<file path="config.mk">
export PLATFORM = sky130hd
export DESIGN_NAME = pwr2_staircase_counter
export DESIGN_NICKNAME = d
export VERILOG_FILES = /design/src/rtl/pwr2_staircase_pkg.sv /design/src/rtl/pwr2_stride_gen.sv /design/src/rtl/pwr2_phase_ctrl.sv /design/src/rtl/pwr2_count_path.sv /design/src/rtl/pwr2_staircase_counter.sv
export SDC_FILE = /design/constraint.sdc
export NUM_CORES = 1
export LEC_CHECK = 0
export ABC_CLOCK_PERIOD_IN_PS = 4600
export BUFFER_PORTS_ARGS = -buffer_cell sky130_fd_sc_hd__buf_2
export CAP_MARGIN = 15
export CORE_MARGIN = 4
export CORE_UTILIZATION = 40
export CTS_CLUSTER_SIZE = 30
export DETAILED_ROUTE_END_ITERATION = 12
export GPL_ROUTABILITY_DRIVEN = 1
export PLACE_DENSITY = 0.61
export SYNTH_ARGS = -nofsm -noshare
export SYNTH_HDL_FRONTEND = slang
export SYNTH_SLANG_ARGS = --single-unit
export TNS_END_PERCENT = 5
</file>
<file path="constraint.sdc">
create_clock -name clk -period 4.6 [get_ports clk]
set_clock_uncertainty 0.15 [all_clocks]
set_input_delay 0.23 -clock clk [delete_from_list [all_inputs] [get_ports clk]]
set_output_delay 0.23 -clock clk [all_outputs]
set_load 0.01 [all_outputs]
</file>
<file path="src/rtl/pwr2_staircase_pkg.sv">
package pwr2_staircase_pkg;

  typedef enum logic {
    DIR_RISE = 1'b0,
    DIR_FALL = 1'b1
  } dir_e;

endpackage

</file>
<file path="src/rtl/pwr2_stride_gen.sv">
// Decodes a stride exponent into a one-hot power-of-two subtrahend.
module pwr2_stride_gen #(
  parameter int WIDTH = 6,
  parameter int EXP_W = $clog2(WIDTH)
) (
  input  logic [EXP_W-1:0] exp_i,
  output logic [WIDTH-1:0] stride_o
);

  for (genvar b = 0; b < WIDTH; b++) begin : g_bit
    assign stride_o[b] = (exp_i == EXP_W'(b));
  end

endmodule

</file>
<file path="src/rtl/pwr2_phase_ctrl.sv">
// Holds the direction and the stride exponent.
module pwr2_phase_ctrl
  import pwr2_staircase_pkg::*;
#(
  parameter int EXP_W = 3
) (
  input  logic             clk,
  input  logic             rst,
  input  logic             at_top_next_i,
  input  logic             at_floor_next_i,
  output dir_e             dir_o,
  output logic [EXP_W-1:0] exp_o
);

  dir_e             dir_q;
  logic [EXP_W-1:0] exp_q;

  always_ff @(posedge clk) begin
    if (rst) begin
      dir_q <= DIR_RISE;
      exp_q <= '0;
    end else begin
      unique case (dir_q)
        DIR_RISE: begin
          exp_q <= '0;
          if (at_top_next_i) begin
            dir_q <= DIR_FALL;
          end
        end
        DIR_FALL: begin
          if (at_floor_next_i) begin
            dir_q <= DIR_RISE;
            exp_q <= '0;
          end else begin
            exp_q <= exp_q + EXP_W'(1);
          end
        end
        default: begin
          dir_q <= DIR_RISE;
          exp_q <= '0;
        end
      endcase
    end
  end

  assign dir_o = dir_q;
  assign exp_o = exp_q;

endmodule

</file>
<file path="src/rtl/pwr2_count_path.sv">
// Count register with the increment / power-of-two subtract datapath.
module pwr2_count_path
  import pwr2_staircase_pkg::*;
#(
  parameter int WIDTH = 6
) (
  input  logic             clk,
  input  logic             rst,
  input  dir_e             dir_i,
  input  logic [WIDTH-1:0] stride_i,
  output logic [WIDTH-1:0] count_o,
  output logic             at_top_next_o,
  output logic             at_floor_next_o
);

  localparam logic [WIDTH-1:0] FULL = {WIDTH{1'b1}};

  logic [WIDTH-1:0] cnt_q;
  logic [WIDTH-1:0] cnt_d;

  always_comb begin
    if (dir_i == DIR_FALL) begin
      cnt_d = cnt_q - stride_i;
    end else begin
      cnt_d = cnt_q + WIDTH'(1);
    end
  end

  // Turn detection works on the value about to be registered, so the
  // flag and the count change on the same edge.
  assign at_top_next_o   = (dir_i == DIR_RISE) && (cnt_q == FULL - WIDTH'(1));
  assign at_floor_next_o = (dir_i == DIR_FALL) && (cnt_q == stride_i);

  always_ff @(posedge clk) begin
    if (rst) begin
      cnt_q <= '0;
    end else begin
      cnt_q <= cnt_d;
    end
  end

  assign count_o = cnt_q;

endmodule

</file>
<file path="src/rtl/pwr2_staircase_counter.sv">
module pwr2_staircase_counter
  import pwr2_staircase_pkg::*;
#(
  parameter int WIDTH = 6
) (
  input  logic             clk,
  input  logic             rst,
  output logic [WIDTH-1:0] count_o,
  output logic             falling_o
);

  localparam int EXP_W = (WIDTH > 1) ? $clog2(WIDTH) : 1;

  dir_e             dir;
  logic [EXP_W-1:0] stride_exp;
  logic [WIDTH-1:0] stride;
  logic             at_top_next;
  logic             at_floor_next;

  pwr2_phase_ctrl #(
    .EXP_W(EXP_W)
  ) u_phase (
    .clk            (clk),
    .rst            (rst),
    .at_top_next_i  (at_top_next),
    .at_floor_next_i(at_floor_next),
    .dir_o          (dir),
    .exp_o          (stride_exp)
  );

  pwr2_stride_gen #(
    .WIDTH(WIDTH),
    .EXP_W(EXP_W)
  ) u_stride (
    .exp_i   (stride_exp),
    .stride_o(stride)
  );

  pwr2_count_path #(
    .WIDTH(WIDTH)
  ) u_path (
    .clk            (clk),
    .rst            (rst),
    .dir_i          (dir),
    .stride_i       (stride),
    .count_o        (count_o),
    .at_top_next_o  (at_top_next),
    .at_floor_next_o(at_floor_next)
  );

  assign falling_o = (dir == DIR_FALL);

endmodule

</file>
==> results.txt, run 1 <==
Overall Global Routing Usage: 13.2%
Die Ht: 51.0 µm
Bufs and invs on worst path: 2
Number of diodes: 0
Setup repair bufs after CTS: 0
Depth of the CTS H-tree: 1
Final net count: 112
Setup TNS: 0 ns
Clk slew on worst S/H paths: 0.07 ns
Netlist cell types: 30
Vias per inst: 4.98
CTS tree: done
Initial antenna violation count: 0
Fin crit share: 51.1%
Dpl ws: 2.25 ns
First-pass GRT wire length: 2570 µm
Global-route congestion overflow total: 0
Area growth syn-to-layout: 12.2%
Slew Limit Fails: 0
Routability cong.: 0.770
Max_cap viols: 0
Status: finished, final reports clean
Routed WL: 1470 µm
Register area share after synthesis: 27.0%
DP HPWL: 1210 µm
Row cnt: 15
Vias in the first global route: 567
Post-CTS Hold Fix Bufs: 0
Cts bufs inserted: 3
Post-CTS sizing: 0
CTS Sinks: 10
CP delay by family, top: adder cells
Power density cells: 230 nW/µm²
Placed inst area: 808 µm²
CP max stage cell: fa_1
Peak VDD IR: 121 µV
Root Buffer: clkbuf_4
I/O pins: 9
Hold Path Class: input pin to register
Worst-case clock buffer depth: 2
Largest net degree at the start of global routing: 15
CP startpoint kind: register
Setup WS post-layout: 2.25 ns
Core ar.: 1750 µm²
Total number of yosys warnings: 0
Final instance area: 831 µm²
Final setup viols: 0
Mapped Area: 741 µm²
Die area: 2600 µm²
WL/cell: 12.3 µm
Die width: 51.0 µm
#FFs+latches synth: 10
Final min period: 2.35 ns
Share of cells above drive strength 1: 17.9%
Fillers: 173
Worst Path Arrival: 2.38 ns
Fmax: 425 MHz
DRT Pass-1 Iters: 4
Gate Count Post-Synth: 85
Worst Setup End Kind: register
Detail Route Antenna Nets: 0
Worst Path Class, Setup: register to register
Max-slew headroom: 70.2%
Clock Latency Late Sink: 0.27 ns
Critical path, cell by cell: inv_1 > ha_1 > and2b_1 > ha_1 > inv_1 > fa_1 > a21o_1 > a21oi_1 > o22ai_1 > a311oi_1
Critical Path RT: 4.63 ns
Final hold viol count: 0
Critical Path Max Stage Delay: 0.44 ns
Initial core utilization: 42.4%
IO buf count: 8
Syn_area_per_cell: 8.71 µm²
DRC: 0
CP max FO: 4
RSZ-0062 raised after global routing: false
Iter 0 DRT Violations: 9
Worst Tran Pin Value: 0.446 ns
Min Hold Slack: 0.0632 ns
Syn nets: 100
Vias: 598
Leak Pwr: 0.362 nW
[metrics by stage]
stage	utilization, %	total power, W	cells
2_1_floorplan	-	0.000122	85
6_report	47.6	0.000191	120
4_1_cts	47.6	0.000192	120
3_5_place_dp	46.3	0.000131	117
3_3_place_gp	46.3	0.000130	117
5_1_grt	47.6	0.000202	120
[report_power, final]
part / leakage [nW] / internal, W / switching (W)
clock: 0.0138 / 0.0000303 / 0.0000319
combinational: 0.267 / 0.0000179 / 0.0000178
sequential: 0.0812 / 0.0000888 / 0.00000415
total: 0.362 / 0.000137 / 0.0000539
[layout make-up]
| class | count | area [µm²] | area share (%) |
|---|---|---|---|
| multi-input combinational | 64 | 499 | 60.1 |
| sequential | 10 | 200 | 24.1 |
| timing repair buffer | 8 | 40.0 | 4.82 |
| inverter | 10 | 37.5 | 4.52 |
| tap | 25 | 31.3 | 3.77 |
| clock buffer | 3 | 22.5 | 2.71 |
[sequential cells by signal, summed over array words and instances, names as in the netlist]
signal          flops
u_path.count_o      6
u_phase.dir_o       1
u_phase.exp_o       3
[synth_stat cells (all sizes together)]
master / number / area [µm²]
a2111oi: 2 / 25.0
a211oi: 1 / 7.51
a21bo: 1 / 10.0
a21o: 2 / 16.3
a21oi: 3 / 15.0
a311oi: 1 / 8.76
and2: 1 / 6.26
and2b: 1 / 7.51
buf: 1 / 3.75
dfxtp: 10 / 200
fa: 1 / 20.0
ha: 12 / 150
inv: 10 / 37.5
nand2: 8 / 30.0
nand3: 4 / 20.0
nand4: 1 / 6.26
nor2: 9 / 33.8
nor2b: 1 / 13.8
nor3: 2 / 10.0
o211a: 1 / 10.0
o21a: 2 / 15.0
o21ai: 3 / 15.0
o22ai: 1 / 6.26
o311ai: 1 / 16.3
o31ai: 1 / 12.5
xnor2: 4 / 35.0
xor2: 1 / 8.76
[path summary, 6_finish.rpt]
| path | slack [ns] | cells past startpoint | end | from |
|---|---|---|---|---|
| min | 0.06 | 2 | u_path.count_o[1] | rst |
| max reg2reg | 2.25 | 10 | u_path.count_o[4] | u_phase.exp_o[0] |
| max | 2.25 | 10 | u_path.count_o[4] | u_phase.exp_o[0] |
| min reg2reg | 0.33 | 1 | u_phase.exp_o[0] | u_phase.exp_o[0] |
[routing by layer]
layer  wire, µm  part of all wire [%]  GRT usage, %  vias up
met4         25                   1.7          5.38        0
li1           -                     -             -      316
met2        688                    47          20.8        7
met1        720                    49          17.0      271
met3         40                   2.7          3.50        4
met5          0                     0             0        -
[kinds of logic after synthesis]
family | after synthesis | synth area share [%]
and+or+nand+nor | 27 | 17.2
AOI/OAI and AO/OA | 19 | 21.3
adders and majority gates | 13 | 23.0
buffers and inverters | 11 | 5.57
DFF | 10 | 27.0
xor gates and xnor gates | 5 | 5.91
[cell usage in the layout, fill, tap and decap left out, drive strengths merged]
master / n
ha: 12
inv: 10
dfxtp: 10
nor2: 9
nand2: 8
buf: 8
xnor2: 4
nand3: 4
a21oi: 3
clkbuf: 3
o21ai: 3
o21a: 2
nor3: 2
a21o: 2
a2111oi: 2
and2b: 1
o211a: 1
nor2b: 1
o31ai: 1
and2: 1
o311ai: 1
nand4: 1
o22ai: 1
a311oi: 1
a21bo: 1
xor2: 1
a211oi: 1
fa: 1
(Power assumes the default switching activity.)
==> inputs of run 2 (changes only) <==
--- a/config.mk
+++ b/config.mk
@@ -5,7 +5,7 @@
 export SDC_FILE = /design/constraint.sdc
 export NUM_CORES = 1
 export LEC_CHECK = 0
-export ABC_CLOCK_PERIOD_IN_PS = 4600
+export ABC_CLOCK_PERIOD_IN_PS = 2300
 export BUFFER_PORTS_ARGS = -buffer_cell sky130_fd_sc_hd__buf_2
 export CAP_MARGIN = 15
 export CORE_MARGIN = 4
==> constraint.sdc (replaced) <==
create_clock -name clk -period 2.3 [get_ports clk]
set_clock_uncertainty 0.15 [all_clocks]
set_input_delay 0.115 -clock clk [delete_from_list [all_inputs] [get_ports clk]]
set_output_delay 0.115 -clock clk [all_outputs]
set_load 0.01 [all_outputs]
==> run 2 against run 1 <==
- highest routed layer unchanged
- combinational power is 120% higher
- routed wire length is 3.0% higher
- via count is 3.8% higher
- critical endpoint unchanged
- maximum frequency is 8.9% higher
- first-iteration DRC count is 78% lower
- hold slack better by 0.23 ns
- non-clock buffer count is 3 higher
==> results.txt, run 2 (synthesized netlist as in run 1, its figures left out) <==
Worst Setup End Kind: register
Min Hold Slack: 0.298 ns
Die Ht: 51.0 µm
Vias: 621
Final hold viol count: 0
Iter 0 DRT Violations: 2
Max_cap viols: 0
Overall Global Routing Usage: 13.8%
Number of diodes: 0
Max reg flops: 6
Commonest non-fill, non-tap cells in the layout: 11 x ha_1, 9 x nor2_1, 9 x dfxtp_1
Depth of the CTS H-tree: 1
Final net count: 115
Hold Path Class: register to register
Vias in the first global route: 580
Row cnt: 15
Power density cells: 491 nW/µm²
Worst Path Class, Setup: register to register
Worst-case clock buffer depth: 2
Combinational share of power: 18.3%
DRC: 0
IO buf count: 8
Routed WL: 1520 µm
Clock Latency Late Sink: 0.28 ns
Cts bufs inserted: 3
Seq pwr share: 43.1%
Root Buffer: clkbuf_4
Clk network pwr share: 38.6%
Switching Power: 0.000116 W
Fin crit share: 93.9%
Peak VDD IR: 257 µV
Initial core utilization: 42.4%
DP HPWL: 1210 µm
Share of cells above drive strength 1: 26.3%
Setup TNS: 0 ns
Final setup viols: 0
Worst Tran Pin Value: 0.460 ns
Slew Limit Fails: 0
Critical Path RT: 2.34 ns
I/O pins: 9
Final min period: 2.16 ns
DRT Pass-1 Iters: 4
Max-slew headroom: 69.3%
Leak Pwr: 0.383 nW
Commonest non-fill, non-tap cell in the layout: ha_1
Core ar.: 1750 µm²
Largest net degree at the start of global routing: 15
Global-route congestion overflow total: 0
Fmax: 463 MHz
Die area: 2600 µm²
Die width: 51.0 µm
Clk slew on worst S/H paths: 0.08 ns
Vias per inst: 5.01
CTS tree: done
Pint: 0.000316 W
First-pass GRT wire length: 2620 µm
Initial antenna violation count: 0
CP max FO: 4
Switching share of power: 26.8%
Status: finished, final reports clean
Worst Path Arrival: 2.20 ns
CP startpoint kind: register
Routability cong.: 0.849
RSZ-0062 raised after global routing: false
WL/cell: 12.2 µm
Detail Route Antenna Nets: 0
CTS Sinks: 10
Area growth syn-to-layout: 18.8%
run 2: cell count changes in the layout (fill, tap and decap cells not counted), sizes merged:
cell	change
clkbuf	+1
dlygate4sd3	+1
buf	+2
run 2: timing repair:
action                                  in CTS  in global routing
gates resized for setup                      1                  5
hold endpoints to repair                     4                  0
endpoints found under the setup margin       1                  1
hold buffers                                 1                  0
buffers inserted                             0                  1
pin swaps                                    1                  2
run 2: layout make-up:
cell class / instances / area [µm²]
Sequential cell: 10 / 201
Fill cell: 169 / 866
Multi-Input combinational cell: 64 / 508
Inverter: 10 / 37.5
Clock buffer: 4 / 36.3
Tap cell: 25 / 31.3
Timing Repair Buffer: 11 / 65.1
run 2: stage by stage:
| step | power [W] | cells | setup slack [ns] | instance area, µm² | util, % |
|---|---|---|---|---|---|
| 2_1_floorplan | 0.000244 | 85 | 0.117 | 741 | - |
| 3_3_place_gp | 0.000262 | 118 | 0.0689 | 816 | 46.7 |
| 3_5_place_dp | 0.000263 | 118 | -0.0271 | 816 | 46.7 |
| 4_1_cts | 0.000434 | 123 | 0.0600 | 865 | 49.5 |
| 5_1_grt | 0.000460 | 124 | 0.0122 | 880 | 50.4 |
| 6_report | 0.000431 | 124 | 0.140 | 880 | 50.4 |
run 2: path summary, 6_finish.rpt:
check	cells after the start	slack [ns]	startpoint	to
max	10	0.14	u_phase.exp_o[0]	u_path.count_o[4]
max reg2reg	10	0.14	u_phase.exp_o[0]	u_path.count_o[4]
min reg2reg	1	0.30	u_phase.exp_o[0]	u_phase.exp_o[0]
min	1	0.30	u_phase.exp_o[0]	u_phase.exp_o[0]
run 2: power by group through the flow:
stage | sequential (W) | clock (W) | combinational [W]
6_report | 0.000186 | 0.000167 | 0.0000788
5_1_grt | 0.000187 | 0.000183 | 0.0000903
4_1_cts | 0.000186 | 0.000172 | 0.0000757
3_5_place_dp | 0.000190 | 0 | 0.0000734
3_3_place_gp | 0.000190 | 0 | 0.0000728
2_1_floorplan | 0.000190 | 0 | 0.0000531
run 2: per-layer routing:
layer	share of wire [%]	global-route usage (%)	vias to the layer above
li1	-	-	323
met1	44	15.4	283
met2	49	23.4	11
met3	5.2	6.12	4
met4	1.5	4.04	0
met5	0	0	-
run 2: worst max-delay path, stage by stage, from the launching register on:
cell	delay (ns)
dfxtp_2	0.34
inv_2	0.06
ha_1	0.15
and2b_1	0.13
ha_2	0.17
inv_1	0.05
fa_2	0.35
a21o_1	0.17
a21oi_2	0.14
o22ai_1	0.08
a311oi_1	0.28
